**config.mk**
```make
export PLATFORM = sky130hd
export DESIGN_NAME = early_answer_detect
export DESIGN_NICKNAME = d
export VERILOG_FILES = /design/src/rtl/ead_pkg.sv /design/src/rtl/ead_sync.sv /design/src/rtl/ead_phase_cnt.sv /design/src/rtl/ead_judge.sv /design/src/rtl/early_answer_detect.sv
export SDC_FILE = /design/constraint.sdc
export NUM_CORES = 1
export LEC_CHECK = 0
export ABC_AREA = 1
export BUFFER_PORTS_ARGS = -buffer_cell sky130_fd_sc_hd__buf_2
export CAP_MARGIN = 20
export CELL_PAD_IN_SITES_DETAIL_PLACEMENT = 0
export CELL_PAD_IN_SITES_GLOBAL_PLACEMENT = 2
export CORE_UTILIZATION = 31
export DETAILED_ROUTE_END_ITERATION = 8
export PLACE_DENSITY = 0.73
export SETUP_SLACK_MARGIN = 0.3
export SYNTH_ARGS = -nofsm -noshare
export SYNTH_HDL_FRONTEND = slang
export SYNTH_SLANG_ARGS = --single-unit
```
**constraint.sdc**
```tcl
create_clock -name clk -period 1.4 [get_ports clk]
set_input_delay 0.42 -clock clk [delete_from_list [all_inputs] [get_ports clk]]
set_output_delay 0.42 -clock clk [all_outputs]
set_load 0.005 [all_outputs]
```
**src/rtl/ead_pkg.sv**
```systemverilog
package ead_pkg;

  typedef enum logic [1:0] {
    V_IGNORE = 2'd0,
    V_EARLY  = 2'd1,
    V_LATE   = 2'd2
  } verdict_t;

  // Judge a start bit from the reset phase and the pulse count.
  function automatic verdict_t ead_verdict(input logic phase_hi,
                                           input int unsigned cnt,
                                           input int unsigned ign,
                                           input int unsigned nmax);
    if (!phase_hi && cnt < ign) return V_IGNORE;
    if (cnt < nmax)             return V_EARLY;
    return V_LATE;
  endfunction

endpackage

```
**src/rtl/ead_sync.sv**
```systemverilog
module ead_sync #(
  parameter int STAGES = 2
) (
  input  logic clk,
  input  logic rst_n,
  input  logic line_in,
  output logic line_fall
);
  logic [STAGES:0] pipe;

  always_ff @(posedge clk) begin
    if (!rst_n) pipe <= '1;
    else        pipe <= {pipe[STAGES-1:0], line_in};
  end

  // pipe[STAGES-1] is the synchronized level, pipe[STAGES] its previous value
  assign line_fall = pipe[STAGES] & ~pipe[STAGES-1];
endmodule

```
**src/rtl/ead_phase_cnt.sv**
```systemverilog
module ead_phase_cnt #(
  parameter int NMAX = 384,
  parameter int CW   = 9
) (
  input  logic          clk,
  input  logic          rst_n,
  input  logic          card_tick,
  input  logic          card_rst,
  output logic          phase_hi,
  output logic          rst_edge,
  output logic [CW-1:0] pulse_cnt
);
  localparam logic [CW-1:0] CAP = CW'(NMAX);

  assign rst_edge = card_rst ^ phase_hi;

  always_ff @(posedge clk) begin
    if (!rst_n) begin
      phase_hi  <= 1'b0;
      pulse_cnt <= '0;
    end else begin
      phase_hi <= card_rst;
      if (rst_edge)
        pulse_cnt <= '0;
      else if (card_tick && pulse_cnt != CAP)
        pulse_cnt <= pulse_cnt + 1'b1;
    end
  end
endmodule

```
**src/rtl/ead_judge.sv**
```systemverilog
module ead_judge
  import ead_pkg::*;
#(
  parameter int IGN  = 200,
  parameter int NMAX = 384,
  parameter int CW   = 9
) (
  input  logic          clk,
  input  logic          rst_n,
  input  logic          start_bit,
  input  logic          rst_edge,
  input  logic          phase_hi,
  input  logic [CW-1:0] pulse_cnt,
  output logic          armed,
  output logic          ea_pulse,
  output logic          ea_flag
);
  verdict_t verdict;

  always_comb verdict = ead_verdict(phase_hi, 32'(pulse_cnt), IGN, NMAX);

  always_ff @(posedge clk) begin
    if (!rst_n) begin
      armed    <= 1'b1;
      ea_pulse <= 1'b0;
      ea_flag  <= 1'b0;
    end else if (rst_edge) begin
      armed    <= 1'b1;
      ea_pulse <= 1'b0;
      ea_flag  <= 1'b0;
    end else begin
      ea_pulse <= 1'b0;
      if (start_bit && armed && verdict != V_IGNORE) begin
        armed <= 1'b0;
        if (verdict == V_EARLY) begin
          ea_pulse <= 1'b1;
          ea_flag  <= 1'b1;
        end
      end
    end
  end
endmodule

```
**src/rtl/early_answer_detect.sv**
```systemverilog
module early_answer_detect #(
  parameter int IGN  = 200,
  parameter int NMAX = 384
) (
  input  logic clk,
  input  logic rst_n,
  input  logic card_tick,
  input  logic card_rst,
  input  logic io_line,
  output logic ea_pulse,
  output logic ea_flag
);
  localparam int CW = $clog2(NMAX + 1);

  // named internal events, used by the bound checker
  logic          start_bit;
  logic          rst_edge;
  logic          phase_hi;
  logic          armed;
  logic [CW-1:0] pulse_cnt;

  ead_sync #(.STAGES(2)) u_sync (
    .clk       (clk),
    .rst_n     (rst_n),
    .line_in   (io_line),
    .line_fall (start_bit)
  );

  ead_phase_cnt #(.NMAX(NMAX), .CW(CW)) u_cnt (
    .clk       (clk),
    .rst_n     (rst_n),
    .card_tick (card_tick),
    .card_rst  (card_rst),
    .phase_hi  (phase_hi),
    .rst_edge  (rst_edge),
    .pulse_cnt (pulse_cnt)
  );

  ead_judge #(.IGN(IGN), .NMAX(NMAX), .CW(CW)) u_judge (
    .clk       (clk),
    .rst_n     (rst_n),
    .start_bit (start_bit),
    .rst_edge  (rst_edge),
    .phase_hi  (phase_hi),
    .pulse_cnt (pulse_cnt),
    .armed     (armed),
    .ea_pulse  (ea_pulse),
    .ea_flag   (ea_flag)
  );
endmodule

```
==> impl_metrics.tcl, run 1 <==
set metrics [dict create \
    p_leak_nw 0.480 \
    drive_above_1_share_pct 38.0 \
    io_pins 7 \
    htree_levels 1 \
    use_met3_pct 2.46 \
    initial_core_util_pct 34.1 \
    ys_ff_latch 16 \
    path_max_fanout 5 \
    cts-root-buf "clkbuf_4" \
    drc 0 \
    grt_use_total_pct 15.5 \
    nFillCells 287 \
    synth_edf_count 0 \
    wl_per_cell_um 10.9 \
    cts_sinks 16 \
    ys.flop_type "dfxtp_1" \
    synthCells 130 \
    clock_latency_ns 0.29 \
    setup.worst_path.start_class "flip-flop" \
    vias 774 \
    clk_path_buf_depth 2 \
    grt-ovfl-total 0 \
    gp_congestion 0.705 \
    setup-violations-final 0 \
    critPathRequiredTime_ns 1.63 \
    fmax_mhz 836 \
    relSlewSlack_pct 85.0 \
    area_growth_pct 24.2 \
    fp-row-count 18 \
    die-area_um2 3040 \
    synth_area_leaders "dfxtp_1, nand2_1, inv_1, nor2_1, nand3_1" \
    antenna_cells 0 \
    fp.dieH_um 55.1 \
    syn_area_um2 875 \
    pre_cts_ws_ns 0.134 \
    power.density_nw_per_um2 799 \
    hold_viol_final 0 \
    fin_nets 150 \
    die-width_um 55.1 \
    grt_max_degree 10 \
    dpl.hpwl_mm 1.45 \
    status "completed" \
    finalCritPeriodShare_pct 85.4 \
    avgViaCountPerCell 4.50 \
    met1_usage_pct 18.7 \
    synth.distinct_cells 20 \
    fin_crit_ns 1.20 \
    finalWorstSetupSlack_ns 0.204 \
    drv_slew 0 \
    yosys-top-cells-count "nand2_1, inv_1, dfxtp_1" \
    syn_area_per_cell_um2 6.73 \
    arrival_ns 1.43 \
    numPortBuffers 6 \
    multi_input_area_um2 520 \
    rsz0062_at_grt "yes" \
    peakVddDrop_mv 0.424 \
    grt_pass1_vias 689 \
    register_area_um2 345 \
    cap_violations 0 \
    p_total_uw 868 \
    cts_tree "built" \
    synthArstFlopShare_pct 0 \
    synth_nets 137 \
    worstMarginPinSlew_ns 0.224 \
    fin_skew_ns 0.00316 \
    hold_path.class "in2reg" \
    grt_pass1_wl_mm 3.11 \
    crit_path_end_kind "flip-flop" \
    grt.busiest_layer "met2" \
    ys_seq_area_share_pct 36.6 \
    dr.pass1.iters 4 \
    fin_setup_tns_ns 0 \
    cts_buffers 3 \
    yosys.area.top_type "dfxtp_1" \
    met2_usage_pct 25.3 \
    critical_path_class "reg2reg" \
    antenna_left 0 \
    yosysWarnings 0 \
    post-synth-top-area-fraction_pct 36.6 \
    antenna_found_initial 0 \
    core-area_um2 2570 \
    clk_pin_slew_ns 0.10 \
    yosysMostFrequentCell "nand2_1" \
    wirelength_mm 1.88 \
    drtIter0Drc 13 \
]
-- logic make-up (layout without fill, tap and decap cells) --
kind of cell / count (synthesis) / after routing / synth area share (%)
fa+ha+maj: 2 / 2 / 2.86
xor+xnor: 2 / 2 / 2.00
simple gates: 80 / 80 / 43.6
compound gates: 8 / 8 / 4.58
buf+inv: 22 / 34 / 10.3
flops: 16 / 16 / 36.6
-- worst max-delay path, cell delays in order, from the launching register on --
cell and delay (ns):
dfxtp_4 0.39, ha_2 0.20, nand2_2 0.09, nor2_4 0.13, nand3_1 0.08, nand2_1 0.08
nand2_1 0.05, a21oi_1 0.11
-- layout by cell type (no fill, tap or decap) --
cell	count
nand2_1	36
inv_1	16
nor2_1	12
nand3_1	8
dfxtp_2	8
nand2_2	6
nor2_2	5
a21oi_1	4
buf_2	4
dfxtp_4	4
dfxtp_1	4
inv_2	3
nor2_4	3
nand3_2	3
clkbuf_4	3
buf_4	3
or2_2	2
a21oi_2	2
nand4_1	2
xor2_1	2
o21ai_1	2
buf_6	2
clkinv_1	1
nand2_4	1
nand2_8	1
or2_1	1
inv_4	1
ha_4	1
ha_2	1
clkbuf_8	1
-- what timing repair did --
| item | in CTS | in global routing |
|---|---|---|
| pin swaps | 5 | 9 |
| gates resized for setup | 11 | 17 |
| hold buffers | 0 | 0 |
| buffers inserted | 1 | 0 |
| endpoints found under the setup margin | 14 | 14 |
| cloned | 0 | 0 |
-- through the flow --
step	instance area, um2	utilization (%)	std cells	hold WS, ns
2_1_floorplan	890	-	130	0.392
3_3_place_gp	961	37.4	167	0.396
3_5_place_dp	961	37.4	167	0.408
4_1_cts	1040	40.4	172	0.294
5_1_grt	1090	42.3	172	0.318
6_report	1090	42.3	172	0.307
-- path summary, 6_finish.rpt --
path                 startpoint                 end  slack, ns  depth (start not counted)
max          u_cnt.pulse_cnt[1]  u_cnt.pulse_cnt[8]       0.20                          7
max reg2reg  u_cnt.pulse_cnt[1]  u_cnt.pulse_cnt[8]       0.20                          7
min                     io_line      u_sync.pipe[0]       0.31                          2
min reg2reg      u_sync.pipe[0]      u_sync.pipe[1]       0.43                          1
-- state kept, by name (all words and copies together), names as in the netlist --
signal,cells
u_cnt.phase_hi,1
u_sync.pipe,3
u_judge.armed,1
u_cnt.pulse_cnt,9
u_judge.ea_flag,1
u_judge.ea_pulse,1
-- cell type report --
cell class,count,share of cell area (%)
Tap cell,30,3.46
Timing Repair Buffer,9,5.99
Clock buffer,4,3.34
Inverter,21,7.49
Sequential cell,16,31.8
Multi-Input combinational cell,92,47.9
-- where the power goes --
| group | switching, mW | internal [mW] | leakage [nW] |
|---|---|---|---|
| logic | 0.0486 | 0.0351 | 0.322 |
| clock network | 0.161 | 0.159 | 0.0210 |
| registers | 0.00696 | 0.458 | 0.137 |
-- routing by layer --
metal	share of wire (%)	wire length, um
met1	49	922
met2	46	861
met3	2.1	40
met4	3.0	56
met5	0	0
Note: power is estimated with default switching activity, not from simulation.
==> run 2: changes to the inputs <==
--- a/config.mk
+++ b/config.mk
@@ -13,7 +13,7 @@
 export CORE_UTILIZATION = 31
 export DETAILED_ROUTE_END_ITERATION = 8
 export PLACE_DENSITY = 0.73
-export SETUP_SLACK_MARGIN = 0.3
+export SETUP_SLACK_MARGIN = 0.1
 export SYNTH_ARGS = -nofsm -noshare
 export SYNTH_HDL_FRONTEND = slang
 export SYNTH_SLANG_ARGS = --single-unit
==> impl_metrics.tcl, run 2 (same netlist as run 1, synthesis figures left out) <==
set metrics [dict create \
    p_sw_uw 221 \
    p_int_uw 661 \
    fp-row-count 18 \
    avgViaCountPerCell 4.56 \
    clk_pin_slew_ns 0.11 \
    power.density_nw_per_um2 835 \
    hold_viol_final 0 \
    antenna_left 0 \
    cts-root-buf "clkbuf_4" \
    grt-ovfl-total 0 \
    stdcell_count 174 \
    p_total_uw 882 \
    dpl.hpwl_mm 1.44 \
    rsz0062_at_grt "yes" \
    htree_levels 1 \
    wl_per_cell_um 11.1 \
    r2r_setup_slack_ns 0.12 \
    relSlewSlack_pct 83.4 \
    p_leak_nw 0.483 \
    top_register "u_cnt.pulse_cnt" \
    core-area_um2 2570 \
    p_comb_share_pct 10.2 \
    die-area_um2 3040 \
    p_seq_share_pct 53.2 \
    crit_path_end_kind "flip-flop" \
    critical_path_class "reg2reg" \
    nFillCells 285 \
    worstHoldStart "io_line" \
    drv_slew 0 \
    fin_skew_ns 0.00889 \
    cts_sinks 16 \
    peakVddDrop_mv 0.468 \
    clockPowerShare_pct 36.6 \
    grt_pass1_wl_mm 3.20 \
    grt_use_total_pct 15.6 \
    largest_register_ff_count 9 \
    place_area_um2 938 \
    clock_latency_ns 0.30 \
    hold_path.class "in2reg" \
    cts_tree "built" \
    dr.pass1.iters 4 \
    path_max_fanout 5 \
    setup-violations-final 0 \
    clk_path_buf_depth 2 \
    wirelength_mm 1.94 \
    drive_above_1_share_pct 29.2 \
    arrival_ns 1.52 \
    fin_area_um2 1060 \
    fp.dieH_um 55.1 \
    final_common_cell "nand2_1" \
    worstMarginPinSlew_ns 0.248 \
    postCtsHoldBufs 0 \
    critPathRequiredTime_ns 1.64 \
    antenna_found_initial 0 \
    vias 794 \
    top_regs "u_cnt.pulse_cnt x9, u_sync.pipe x3" \
    layout_common_cells "nand2_1, inv_1, nor2_1, dfxtp_1, nand3_1" \
    switching_share_pct 25.0 \
    die-width_um 55.1 \
    grt_pass1_vias 677 \
    drtIter0Drc 14 \
    gp_congestion 0.736 \
    fin_crit_ns 1.28 \
    drc 0 \
    numPortBuffers 6 \
    cap_violations 0 \
    worstReg2RegEnd "u_cnt.pulse_cnt[1]" \
    r2r-start "u_cnt.pulse_cnt[0]" \
    placedCellCount 166 \
    antenna_cells 0 \
    fmax_mhz 779 \
    grt_max_degree 10 \
    io_pins 7 \
    hold_depth 2 \
    area_growth_pct 20.7 \
    holdPathEnd "u_sync.pipe[0]" \
    finalCritPeriodShare_pct 91.7 \
    cts_buffers 3 \
    ff2ff_path_depth 10 \
    initial_core_util_pct 34.1 \
    status "completed" \
    fin_setup_tns_ns 0 \
    setup.worst_path.start_class "flip-flop" \
    fin_nets 152 \
]
[run 2: through the flow]
| step | utilization (%) | hold slack, ns | setup slack, ns |
|---|---|---|---|
| detailed placement | 36.5 | 0.404 | 0.0353 |
| floorplan | - | 0.392 | 0.218 |
| global placement | 36.5 | 0.396 | 0.108 |
| global route | 41.1 | 0.298 | 0.0427 |
| finish | 41.1 | 0.306 | 0.116 |
| CTS | 39.9 | 0.300 | 0.108 |
[run 2: how the worst max path moves through the flow]
stage,startpoint,endpoint,cells past startpoint
3_5_place_dp,u_cnt.pulse_cnt[0],u_cnt.pulse_cnt[8],9
6_report,u_cnt.pulse_cnt[0],u_cnt.pulse_cnt[1],10
2_1_floorplan,u_cnt.pulse_cnt[0],u_cnt.pulse_cnt[6],9
4_1_cts,u_cnt.pulse_cnt[0],u_cnt.pulse_cnt[8],8
5_1_grt,u_cnt.pulse_cnt[0],u_cnt.pulse_cnt[0],10
3_3_place_gp,u_cnt.pulse_cnt[1],u_cnt.pulse_cnt[4],6
[run 2: power groups by stage]
stage / registers (mW) / logic (mW) / clock network (mW)
finish: 0.469 / 0.0902 / 0.322
CTS: 0.469 / 0.0825 / 0.332
global route: 0.470 / 0.100 / 0.351
detailed placement: 0.480 / 0.0691 / 0
global placement: 0.480 / 0.0683 / 0
floorplan: 0.479 / 0.0449 / 0
[run 2: critical path: stages, from the launching register on]
cell	delay [ns]
dfxtp_2	0.36
inv_2	0.06
ha_4	0.16
inv_1	0.04
nor2_1	0.03
nand2_1	0.07
nor2_2	0.04
nor2_2	0.17
buf_4	0.16
nor2_1	0.03
nor2_1	0.09
[run 2: per-layer routing]
layer	track usage, %	wire length (um)
met1	22.8	1030
met2	21.3	827
met3	3.28	47
met4	7.50	31
met5	0	0
[run 2: timing repair]
item	in CTS	in global routing
setup endpoints to repair	7	7
pin swaps	4	3
resized for setup	7	7
setup buffers	3	1
[run 2: area by class of cell]
| cell class | count | area [um2] | share of cell area [%] |
|---|---|---|---|
| well taps | 30 | 37.5 | 3.55 |
| flip-flops and latches | 16 | 325 | 30.8 |
| inverters | 21 | 78.8 | 7.46 |
| repair buffers | 11 | 67.6 | 6.40 |
| multi-input cells | 92 | 510 | 48.3 |
| clock buffers | 4 | 36.3 | 3.44 |
==> run 3: changes to the inputs <==
--- a/config.mk
+++ b/config.mk
@@ -16,4 +16,6 @@
 export SETUP_SLACK_MARGIN = 0.1
 export SYNTH_ARGS = -nofsm -noshare
 export SYNTH_HDL_FRONTEND = slang
+export SYNTH_HIERARCHICAL = 1
 export SYNTH_SLANG_ARGS = --single-unit
+export TNS_END_PERCENT = 20
==> impl_metrics.tcl, run 3 <==
set metrics [dict create \
    status "completed" \
    clock_latency_ns 0.28 \
    drc 0 \
    io_pins 7 \
    ys.flop_type "dfxtp_1" \
    postCtsHoldBufs 0 \
    setup.worst_path.start_class "flip-flop" \
    grt_use_total_pct 12.0 \
    p_total_uw 843 \
    fin_skew_ns 0.000586 \
    cap_violations 0 \
    synth_area_leaders "dfxtp_1, nand2_1, inv_1, nor2_1, nand3_1" \
    synth.distinct_cells 19 \
    path_max_fanout 4 \
    syn_area_per_cell_um2 7.02 \
    r2r-start "u_cnt/pulse_cnt[0]" \
    peakVddDrop_mv 0.546 \
    yosys.area.top_type "dfxtp_1" \
    antenna_found_initial 0 \
    holdWs_ns 0.299 \
    wl_per_cell_um 8.99 \
    ys_seq_area_share_pct 39.7 \
    gp_congestion 0.662 \
    die-width_um 53.0 \
    crit_path_end_kind "flip-flop" \
    synth_edf_count 0 \
    initial_core_util_pct 32.6 \
    syn_area_um2 807 \
    drive_above_1_share_pct 25.4 \
    area_growth_pct 15.7 \
    cts_setup_buffers 0 \
    pre_cts_ws_ns 0.0754 \
    synthArstFlopShare_pct 0 \
    fin_crit_ns 1.17 \
    largest_register_ff_count 9 \
    yosysMostFrequentCell "nand2_1" \
    cts_tree "built" \
    clk_path_buf_depth 2 \
    fin_nets 134 \
    numPortBuffers 6 \
    register_area_um2 323 \
    hold_path.class "in2reg" \
    worstSetupStartpoint "u_cnt/pulse_cnt[0]" \
    dpl.hpwl_mm 1.07 \
    grt_pass1_vias 569 \
    top_regs "u_cnt/pulse_cnt x9, u_sync/pipe x3" \
    cts_buffers 3 \
    ff2ff_path_depth 8 \
    antenna_cells 0 \
    die-area_um2 2810 \
    setup-violations-final 0 \
    cts-root-buf "clkbuf_4" \
    critPathRequiredTime_ns 1.62 \
    synthCells 115 \
    final_common_cell "nand2_1" \
    worstHoldStart "io_line" \
    avgViaCountPerCell 4.21 \
    cts_sinks 16 \
    hold_depth 3 \
    drv_slew 0 \
    p_leak_nw 0.468 \
    relSlewSlack_pct 81.7 \
    fp.dieH_um 53.0 \
    top_register "u_cnt/pulse_cnt" \
    rsz0062_at_grt "no" \
    hold_viol_final 0 \
    dr.pass1.iters 4 \
    grt_max_degree 10 \
    ys_ff_latch 16 \
    synth_nets 122 \
    yosysWarnings 6 \
    vias 656 \
    fin_setup_tns_ns 0 \
    grt-ovfl-total 0 \
    wirelength_mm 1.40 \
    yosys-top-cells-count "nand2_1, inv_1, dfxtp_1" \
    htree_levels 1 \
    layout_common_cells "nand2_1, inv_1, dfxtp_1" \
    multi_input_area_um2 417 \
    finalWorstSetupSlack_ns 0.225 \
    power.density_nw_per_um2 904 \
    drtIter0Drc 6 \
    arrival_ns 1.39 \
    clk_pin_slew_ns 0.10 \
    antenna_left 0 \
    fp-row-count 18 \
    core-area_um2 2480 \
    worstMarginPinSlew_ns 0.273 \
    fmax_mhz 851 \
    nFillCells 289 \
    finalCritPeriodShare_pct 83.9 \
    grt_pass1_wl_mm 2.33 \
    post-synth-top-area-fraction_pct 39.7 \
    critical_path_class "reg2reg" \
]
run 3: layout make-up:
type                    count  share of cell area [%]
flip-flops and latches     16                    34.6
multi-input cells          77                    44.6
well taps                  30                    4.02
repair buffers              7                    4.02
clock buffers               4                    3.89
inverters                  22                    8.85
run 3: per-layer routing:
metal | vias up | wire (um) | track usage (%)
li1 | 371 | - | -
met1 | 274 | 728 | 15.7
met2 | 7 | 615 | 16.7
met3 | 4 | 36 | 3.45
met4 | 0 | 22 | 7.89
met5 | - | 0 | 0
run 3: kinds of logic after synthesis:
family	count (synthesis)	synth area share, %
simple gates	67	41.6
buf+inv	22	10.2
flops	16	39.7
xor+xnor	1	1.09
compound gates	7	4.34
fa+ha+maj	2	3.10
run 3: stage by stage:
step,util (%),area [um2],std cells
floorplan,-,807,115
global placement,35.6,882,152
detailed placement,35.6,882,152
CTS,37.1,918,156
global route,37.7,933,156
finish,37.7,933,156
run 3: timing repair:
action                     in CTS  in global routing
hold endpoints to repair        0                  0
resized for setup               0                  7
setup endpoints to repair       0                  6
run 3: where the power goes:
part | internal (mW) | total (mW) | switching [mW]
clock network | 0.158 | 0.308 | 0.150
logic | 0.0263 | 0.0659 | 0.0396
registers | 0.463 | 0.469 | 0.00569
total | 0.648 | 0.843 | 0.195
run 3: worst paths after layout:
kind	slack, ns	to
min reg2reg	0.41	u_sync/pipe[1]
max reg2reg	0.23	u_cnt/pulse_cnt[1]
max	0.23	u_cnt/pulse_cnt[1]
min	0.30	u_sync/pipe[0]
run 3: worst max-delay path: stages, from the launching register on:
cell and delay [ns]:
dfxtp_2 0.35, inv_2 0.08, ha_1 0.15, nand2_1 0.06
nor2_2 0.12, nand2_2 0.09, nand2_2 0.09, nand2_1 0.05
a21oi_1 0.11
